===== src/rtl/prio_intc_pkg.sv =====
package prio_intc_pkg;

    localparam int PRIO_W       = 5;   // arbitration priority width
    localparam int LVL_W        = 3;   // processor level width
    localparam int LVL_LSB      = 2;   // level sits in priority bits [4:2]
    localparam int VEC_W        = 8;   // vector number width
    localparam int CTRL_W       = 8;   // per-line control register width
    localparam int AUTOVEC_BIT  = 7;   // control bit selecting autovector
    localparam int AUTOVEC_BASE = 24;  // autovector = base + level

    localparam logic [1:0] SPACE_MISC = 2'd0;
    localparam logic [1:0] SPACE_CTRL = 2'd1;
    localparam logic [1:0] SPACE_VEC  = 2'd2;

    typedef struct packed {
        logic             valid;
        logic [LVL_W-1:0] level;
        logic [VEC_W-1:0] vector;
    } irq_out_t;

endpackage


===== src/rtl/prio_intc_regs.sv =====
module prio_intc_regs
    import prio_intc_pkg::*;
#(
    parameter int NUM_SRC = 13,
    parameter int IDX_W   = 4,
    parameter int DATA_W  = 16
) (
    input  logic                            clk,
    input  logic                            rst_n,
    input  logic [NUM_SRC:0]                src_req,
    input  logic                            reg_we,
    input  logic [IDX_W+1:0]                reg_addr,
    input  logic [DATA_W-1:0]               reg_wdata,
    output logic [DATA_W-1:0]               reg_rdata,
    output logic [NUM_SRC:0]                pend_o,
    output logic [NUM_SRC:0]                mask_o,
    output logic [NUM_SRC:0]                active_o,
    output logic [NUM_SRC:1][CTRL_W-1:0]    ctrl_o,
    output logic [NUM_SRC:1][VEC_W-1:0]     vec_o
);

    typedef struct packed {
        logic [NUM_SRC:0]             mask;
        logic [NUM_SRC:0]             pend;
        logic [NUM_SRC:1][CTRL_W-1:0] ctrl;
        logic [NUM_SRC:1][VEC_W-1:0]  vec;
    } reg_state_t;

    reg_state_t st_d, st_q;

    logic [1:0]       space;
    logic [IDX_W-1:0] idx;
    logic             unused_in;

    assign space     = reg_addr[IDX_W+1:IDX_W];
    assign idx       = reg_addr[IDX_W-1:0];
    assign unused_in = ^{reg_wdata[DATA_W-1:NUM_SRC+1], src_req[0]};

    // next-state: pending copies lines 1..N, register writes by space
    always_comb begin
        st_d      = st_q;
        st_d.pend = {src_req[NUM_SRC:1], 1'b0};
        if (reg_we) begin
            case (space)
                SPACE_MISC: begin
                    if (idx == IDX_W'(0)) begin
                        st_d.mask = reg_wdata[NUM_SRC:0];
                    end
                end
                SPACE_CTRL: begin
                    for (int n = 1; n <= NUM_SRC; n++) begin
                        if (idx == IDX_W'(n)) begin
                            st_d.ctrl[n] = reg_wdata[CTRL_W-1:0];
                        end
                    end
                end
                SPACE_VEC: begin
                    for (int n = 1; n <= NUM_SRC; n++) begin
                        if (idx == IDX_W'(n)) begin
                            st_d.vec[n] = reg_wdata[VEC_W-1:0];
                        end
                    end
                end
                default: ;
            endcase
        end
    end

    // read mux
    always_comb begin
        reg_rdata = '0;
        case (space)
            SPACE_MISC: begin
                if (idx == IDX_W'(0)) begin
                    reg_rdata = DATA_W'(st_q.mask);
                end else if (idx == IDX_W'(1)) begin
                    reg_rdata = DATA_W'(st_q.pend);
                end
            end
            SPACE_CTRL: begin
                for (int n = 1; n <= NUM_SRC; n++) begin
                    if (idx == IDX_W'(n)) begin
                        reg_rdata = DATA_W'(st_q.ctrl[n]);
                    end
                end
            end
            SPACE_VEC: begin
                for (int n = 1; n <= NUM_SRC; n++) begin
                    if (idx == IDX_W'(n)) begin
                        reg_rdata = DATA_W'(st_q.vec[n]);
                    end
                end
            end
            default: ;
        endcase
    end

    always_ff @(posedge clk) begin
        if (!rst_n) begin
            st_q <= '{mask: '1, pend: '0, ctrl: '0, vec: '0};
        end else begin
            st_q <= st_d;
        end
    end

    assign pend_o   = st_q.pend;
    assign mask_o   = st_q.mask;
    assign active_o = st_q.pend & ~st_q.mask;
    assign ctrl_o   = st_q.ctrl;
    assign vec_o    = st_q.vec;

endmodule


===== src/rtl/prio_intc_arb.sv =====
module prio_intc_arb
    import prio_intc_pkg::*;
#(
    parameter int NUM_SRC = 13,
    parameter int IDX_W   = 4
) (
    input  logic [NUM_SRC:0]             active,
    input  logic [NUM_SRC:1][CTRL_W-1:0] ctrl,
    output logic [IDX_W-1:0]             win_idx,
    output logic                         win_found
);

    logic [PRIO_W-1:0] best;
    logic              unused_bits;

    // upward scan; replace only on strictly greater priority
    always_comb begin
        best    = '0;
        win_idx = '0;
        for (int n = 1; n <= NUM_SRC; n++) begin
            if (active[n] && (ctrl[n][PRIO_W-1:0] > best)) begin
                best    = ctrl[n][PRIO_W-1:0];
                win_idx = IDX_W'(n);
            end
        end
        win_found = (win_idx != '0);
    end

    always_comb begin
        unused_bits = active[0];
        for (int n = 1; n <= NUM_SRC; n++) begin
            unused_bits = unused_bits ^ (^ctrl[n][CTRL_W-1:PRIO_W]);
        end
    end

endmodule


===== src/rtl/prio_intc_vec.sv =====
module prio_intc_vec
    import prio_intc_pkg::*;
#(
    parameter int NUM_SRC = 13,
    parameter int IDX_W   = 4
) (
    input  logic [IDX_W-1:0]             win_idx,
    input  logic                         win_found,
    input  logic [NUM_SRC:1][CTRL_W-1:0] ctrl,
    input  logic [NUM_SRC:1][VEC_W-1:0]  vec,
    output irq_out_t                     nxt
);

    logic [CTRL_W-1:0] sel_ctrl;
    logic [VEC_W-1:0]  sel_vec;
    logic [LVL_W-1:0]  lvl;
    logic              unused_ctrl;

    always_comb begin
        sel_ctrl = '0;
        sel_vec  = '0;
        for (int n = 1; n <= NUM_SRC; n++) begin
            if (win_idx == IDX_W'(n)) begin
                sel_ctrl = ctrl[n];
                sel_vec  = vec[n];
            end
        end
    end

    assign lvl         = sel_ctrl[LVL_LSB+LVL_W-1:LVL_LSB];
    assign unused_ctrl = ^{sel_ctrl[AUTOVEC_BIT-1:LVL_LSB+LVL_W], sel_ctrl[LVL_LSB-1:0]};

    always_comb begin
        nxt = '0;
        if (win_found) begin
            nxt.valid  = 1'b1;
            nxt.level  = lvl;
            nxt.vector = sel_ctrl[AUTOVEC_BIT] ? (VEC_W'(AUTOVEC_BASE) + VEC_W'(lvl)) : sel_vec;
        end
    end

endmodule


===== src/rtl/prio_intc.sv =====
module prio_intc
    import prio_intc_pkg::*;
#(
    parameter  int NUM_SRC = 13,
    parameter  int DATA_W  = 16,
    localparam int IDX_W   = $clog2(NUM_SRC + 1),
    localparam int ADDR_W  = IDX_W + 2
) (
    input  logic               clk,
    input  logic               rst_n,
    input  logic [NUM_SRC:0]   src_req,
    input  logic               reg_we,
    input  logic [ADDR_W-1:0]  reg_addr,
    input  logic [DATA_W-1:0]  reg_wdata,
    output logic [DATA_W-1:0]  reg_rdata,
    output logic               irq_valid,
    output logic [LVL_W-1:0]   irq_level,
    output logic [VEC_W-1:0]   irq_vector
);

    logic [NUM_SRC:0]             pend_w;
    logic [NUM_SRC:0]             mask_w;
    logic [NUM_SRC:0]             active_w;
    logic [NUM_SRC:1][CTRL_W-1:0] ctrl_w;
    logic [NUM_SRC:1][VEC_W-1:0]  vec_w;
    logic [IDX_W-1:0]             win_idx_w;
    logic                         win_found_w;
    irq_out_t                     nxt_w;
    irq_out_t                     out_d, out_q;

    prio_intc_regs #(.NUM_SRC(NUM_SRC), .IDX_W(IDX_W), .DATA_W(DATA_W)) u_regs (
        .clk       (clk),
        .rst_n     (rst_n),
        .src_req   (src_req),
        .reg_we    (reg_we),
        .reg_addr  (reg_addr),
        .reg_wdata (reg_wdata),
        .reg_rdata (reg_rdata),
        .pend_o    (pend_w),
        .mask_o    (mask_w),
        .active_o  (active_w),
        .ctrl_o    (ctrl_w),
        .vec_o     (vec_w)
    );

    prio_intc_arb #(.NUM_SRC(NUM_SRC), .IDX_W(IDX_W)) u_arb (
        .active    (active_w),
        .ctrl      (ctrl_w),
        .win_idx   (win_idx_w),
        .win_found (win_found_w)
    );

    prio_intc_vec #(.NUM_SRC(NUM_SRC), .IDX_W(IDX_W)) u_vec (
        .win_idx   (win_idx_w),
        .win_found (win_found_w),
        .ctrl      (ctrl_w),
        .vec       (vec_w),
        .nxt       (nxt_w)
    );

    always_comb begin
        out_d = nxt_w;
    end

    always_ff @(posedge clk) begin
        if (!rst_n) begin
            out_q <= '0;
        end else begin
            out_q <= out_d;
        end
    end

    assign irq_valid  = out_q.valid;
    assign irq_level  = out_q.level;
    assign irq_vector = out_q.vector;

endmodule


===== config.mk =====
export PLATFORM = sky130hd
export DESIGN_NAME = prio_intc
export DESIGN_NICKNAME = d
export VERILOG_FILES = /design/src/rtl/prio_intc_pkg.sv /design/src/rtl/prio_intc_regs.sv /design/src/rtl/prio_intc_arb.sv /design/src/rtl/prio_intc_vec.sv /design/src/rtl/prio_intc.sv
export SDC_FILE = /design/constraint.sdc
export NUM_CORES = 1
export LEC_CHECK = 0
export BUFFER_PORTS_ARGS = -buffer_cell sky130_fd_sc_hd__buf_2
export CAP_MARGIN = 10
export CELL_PAD_IN_SITES_DETAIL_PLACEMENT = 2
export CELL_PAD_IN_SITES_GLOBAL_PLACEMENT = 2
export CORE_MARGIN = 3
export CORE_UTILIZATION = 37
export DETAILED_ROUTE_END_ITERATION = 12
export PLACE_DENSITY = 0.81
export SYNTH_ARGS = -nofsm -noshare
export SYNTH_HDL_FRONTEND = slang
export SYNTH_SLANG_ARGS = --single-unit
export TNS_END_PERCENT = 50

===== constraint.sdc =====
create_clock -name clk -period 27.2 [get_ports clk]
set_input_delay 1.36 -clock clk [delete_from_list [all_inputs] [get_ports clk]]
set_output_delay 1.36 -clock clk [all_outputs]
set_load 0.01 [all_outputs]

==> metrics <==
Die Ht 208 um; CTS tree built; fillers 4656; largest net degree at the start of global routing ~140; Post-Place Setup Slack 1.19 ns; Critical Path Max Stage Delay 0.60 ns; Max-Cap Viols 0; ys flop type dfxtp_1; Avg Vias per Cell 6.49; share of layout cells above drive strength 1 between 10% and 20%; CTS root buffer clkbuf_16; Slowest-stage cell, CP or4b_2; worst rel slew slack 19.1%; final core occ between 40% and 50%; Final ANT Viol Nets 0; WL/cell 29.1 um; TritonRoute pass-1 iters 5; setup TNS 0 ns; fin crit period 25.44 ns; count of unique library cells instantiated by Yosys 103; clk buf depth 3; Total Wirelength around 76000 um; Hold Slack 0.480 ns; Initial Util 37.8%; dpl hpwl 53500 um; Synth Warn # 0; CP arrival 25.98 ns; num rows 73; CTS buffer count 29; area delta synth->final 13.6%; Seq/Total Area, Yosys 32.6%; CP Launch Type flip-flop; most frequent CP cell ha_1; Port-buffer cells 61; Clock Skews 0.0197 ns; synthesized area 15200 um2; final worst slack between 1.5 and 2 ns; Seq. cell area a little under 5000 um2; Highest Clock Rate 0.0393 GHz; nature of the critical path endpoint flip-flop; Hold WC Path Type reg2reg; power per standard cell area slightly below 50 nW/um2; Slew Viols, Final 0; worst vdd ir 0.0422 mV; DR iter-0 viols 1519; number of synthesized register bits 247; syn_area_per_cell around 7.5 um2; H-tree levels 1; number of synthesized flops with an enable pin 0; Slew @ Worst Pin between 1 and 1.5 ns; first-pass GRT wire length 114000 um; status complete, no violations; RePlAce Congestion between 0.9 and 1; Core Area about 40000 um2; Die Width 208 um; Die ar. 43400 um2; Skew-Pair Late Insertion Delay 0.60 ns; Worst-path clk slew 0.06 ns; RSZ-0062 raised after global routing false; WP data required 27.74 ns; Setup-failing EPs final 0; initial antenna violation count 2; WS Path Type reg2reg; Nets between 2000 and 2500; GRT Total Usage approximately a third; grt ovf 0; # DRC 0; Synth Instances 2027; Leakage between 6 and 7 nW; # IOs 67; Final Hold Viols 0; detailed-route via count 16900; vias in the first global route roughly 18000; asr flop ratio synth 0%; clock sinks 247; final period utilization 93.5%; Multi-input gate area 9610 um2; worst-path fanout max 17
-- cell usage after synthesis (7+ instances only) --
| cell type | number | area (um2) |
|---|---|---|
| inv_1 | 50 | 188 |
| a21o_1 | 9 | 67.6 |
| nor2_1 | 130 | 488 |
| nand3_1 | 45 | 225 |
| or2_2 | 8 | 50.1 |
| a31oi_1 | 20 | 125 |
| a22oi_1 | 64 | 480 |
| a222oi_1 | 16 | 160 |
| and2_1 | 24 | 150 |
| a21boi_0 | 212 | 1590 |
| a22o_1 | 11 | 96.3 |
| ha_1 | 44 | 551 |
| o211ai_1 | 8 | 60.1 |
| a221oi_1 | 21 | 184 |
| buf_1 | 13 | 48.8 |
| a211oi_1 | 11 | 82.6 |
| o21ai_0 | 59 | 295 |
| dfxtp_1 | 247 | 4940 |
| mux2i_1 | 21 | 210 |
| o21a_1 | 9 | 67.6 |
| nor3_1 | 33 | 165 |
| mux2_2 | 12 | 135 |
| and3_1 | 12 | 75.1 |
| nand2b_1 | 19 | 119 |
| o31ai_1 | 7 | 52.6 |
| nor2b_1 | 15 | 93.8 |
| a21oi_1 | 64 | 320 |
| nand4_1 | 14 | 87.6 |
| nand2_1 | 554 | 2080 |
| clkbuf_1 | 99 | 372 |
| o221ai_1 | 8 | 70.1 |
| o22ai_1 | 19 | 119 |
| a311oi_1 | 7 | 61.3 |
-- routing by layer --
metal  vias up  routed length (um)  global-route usage, %
met3       245                5560                   4.93
met1      8596               30100                   42.6
met2       792               35300                   55.8
met4         0                4940                   18.8
li1       7306                   -                      -
met5         -                   0                      0
-- registers in the layout, summed over array words and instances (netlist names) --
name / count
irq_level: 3
irq_valid: 1
irq_vector: 8
u_regs.ctrl_o: 104
u_regs.mask_o: 14
u_regs.pend_o: 13
u_regs.vec_o: 104
-- cell type report --
class,instances,area share [%]
flip-flops and latches,247,28.7
clock buffers,40,4.69
repair buffers,121,4.48
well taps,525,3.82
multi-input cells,1610,55.8
diodes,2,0.0291
inverters,51,1.11
clock inverters,14,1.29
-- report_power, final --
group	total, W	leakage [nW]	switching [W]	internal, W
Sequential	0.000367	1.99	0.00000328	0.000364
Clock	0.000432	0.499	0.000176	0.000256
Combinational	0.0000479	3.60	0.0000350	0.0000130
Total	0.000847	6.09	0.000214	0.000633
-- worst max-delay path: cells and delay by family (launching register included) --
family                   cells  cell delay, ns
multiplexers                 5            1.62
AND/OR/NAND/NOR             32            6.91
flip-flops                   1            0.36
adder cells (fa/ha/maj)     12            3.93
AO/OA/AOI/OAI               45           10.92
buffers and inverters       11            1.62
-- metrics by stage --
| stage | cell area (um2) | cells | total power [W] |
|---|---|---|---|
| global placement | 16100 | 2550 | 0.000420 |
| floorplan | 15200 | 2028 | 0.000400 |
| global route | 17200 | 2608 | 0.000869 |
| detailed placement | 16100 | 2550 | 0.000421 |
| finish | 17200 | 2610 | 0.000847 |
| CTS | 17200 | 2604 | 0.000849 |
-- worst paths after layout --
check / startpoint / endpoint / slack (ns) / depth (start not counted)
worst max-delay path: u_regs.mask_o[1] / irq_vector[0] / 1.76 / 105
worst min-delay path: u_regs.ctrl_o[5] / u_regs.ctrl_o[5] / 0.48 / 2
worst max register to register: u_regs.mask_o[1] / irq_vector[0] / 1.76 / 105
worst min register to register: u_regs.ctrl_o[5] / u_regs.ctrl_o[5] / 0.48 / 2
-- repair_timing --
| item | CTS | global route |
|---|---|---|
| endpoints found under the hold margin | 0 | 0 |
| setup buffers | 0 | 2 |
| hold buffers | 0 | 0 |
| resized for setup | 0 | 4 |
| endpoints found under the setup margin | 0 | 12 |
-- kinds of logic (layout without fill, tap and decap cells) --
| family | count (synthesis) | count (layout) | synth area share, % |
|---|---|---|---|
| buf+inv | 171 | 226 | 4.38 |
| compound gates | 627 | 627 | 30.8 |
| xor+xnor | 11 | 11 | 0.685 |
| fa+ha+maj | 46 | 46 | 3.77 |
| simple gates | 886 | 886 | 25.0 |
| other cells | 1 | 4 | 0.0247 |
| flops | 247 | 247 | 32.6 |
| mux | 38 | 38 | 2.77 |
-- layout by cell type, fill, tap and decap left out, drive strengths merged, types with 15 or more instances in the layout --
cell type  count
nand2b        19
a221oi        23
inv           52
nand3         45
mux2          16
ha            44
a222oi        16
and2          27
nor2         133
a22oi         64
o21ai         66
buf          120
a31oi         20
clkbuf        40
dfxtp        247
a21boi       213
mux2i         22
nand4         15
a21oi         64
o22ai         19
nand2        554
nor2b         15
nor3          33
Power figures use the tool's default switching activity.
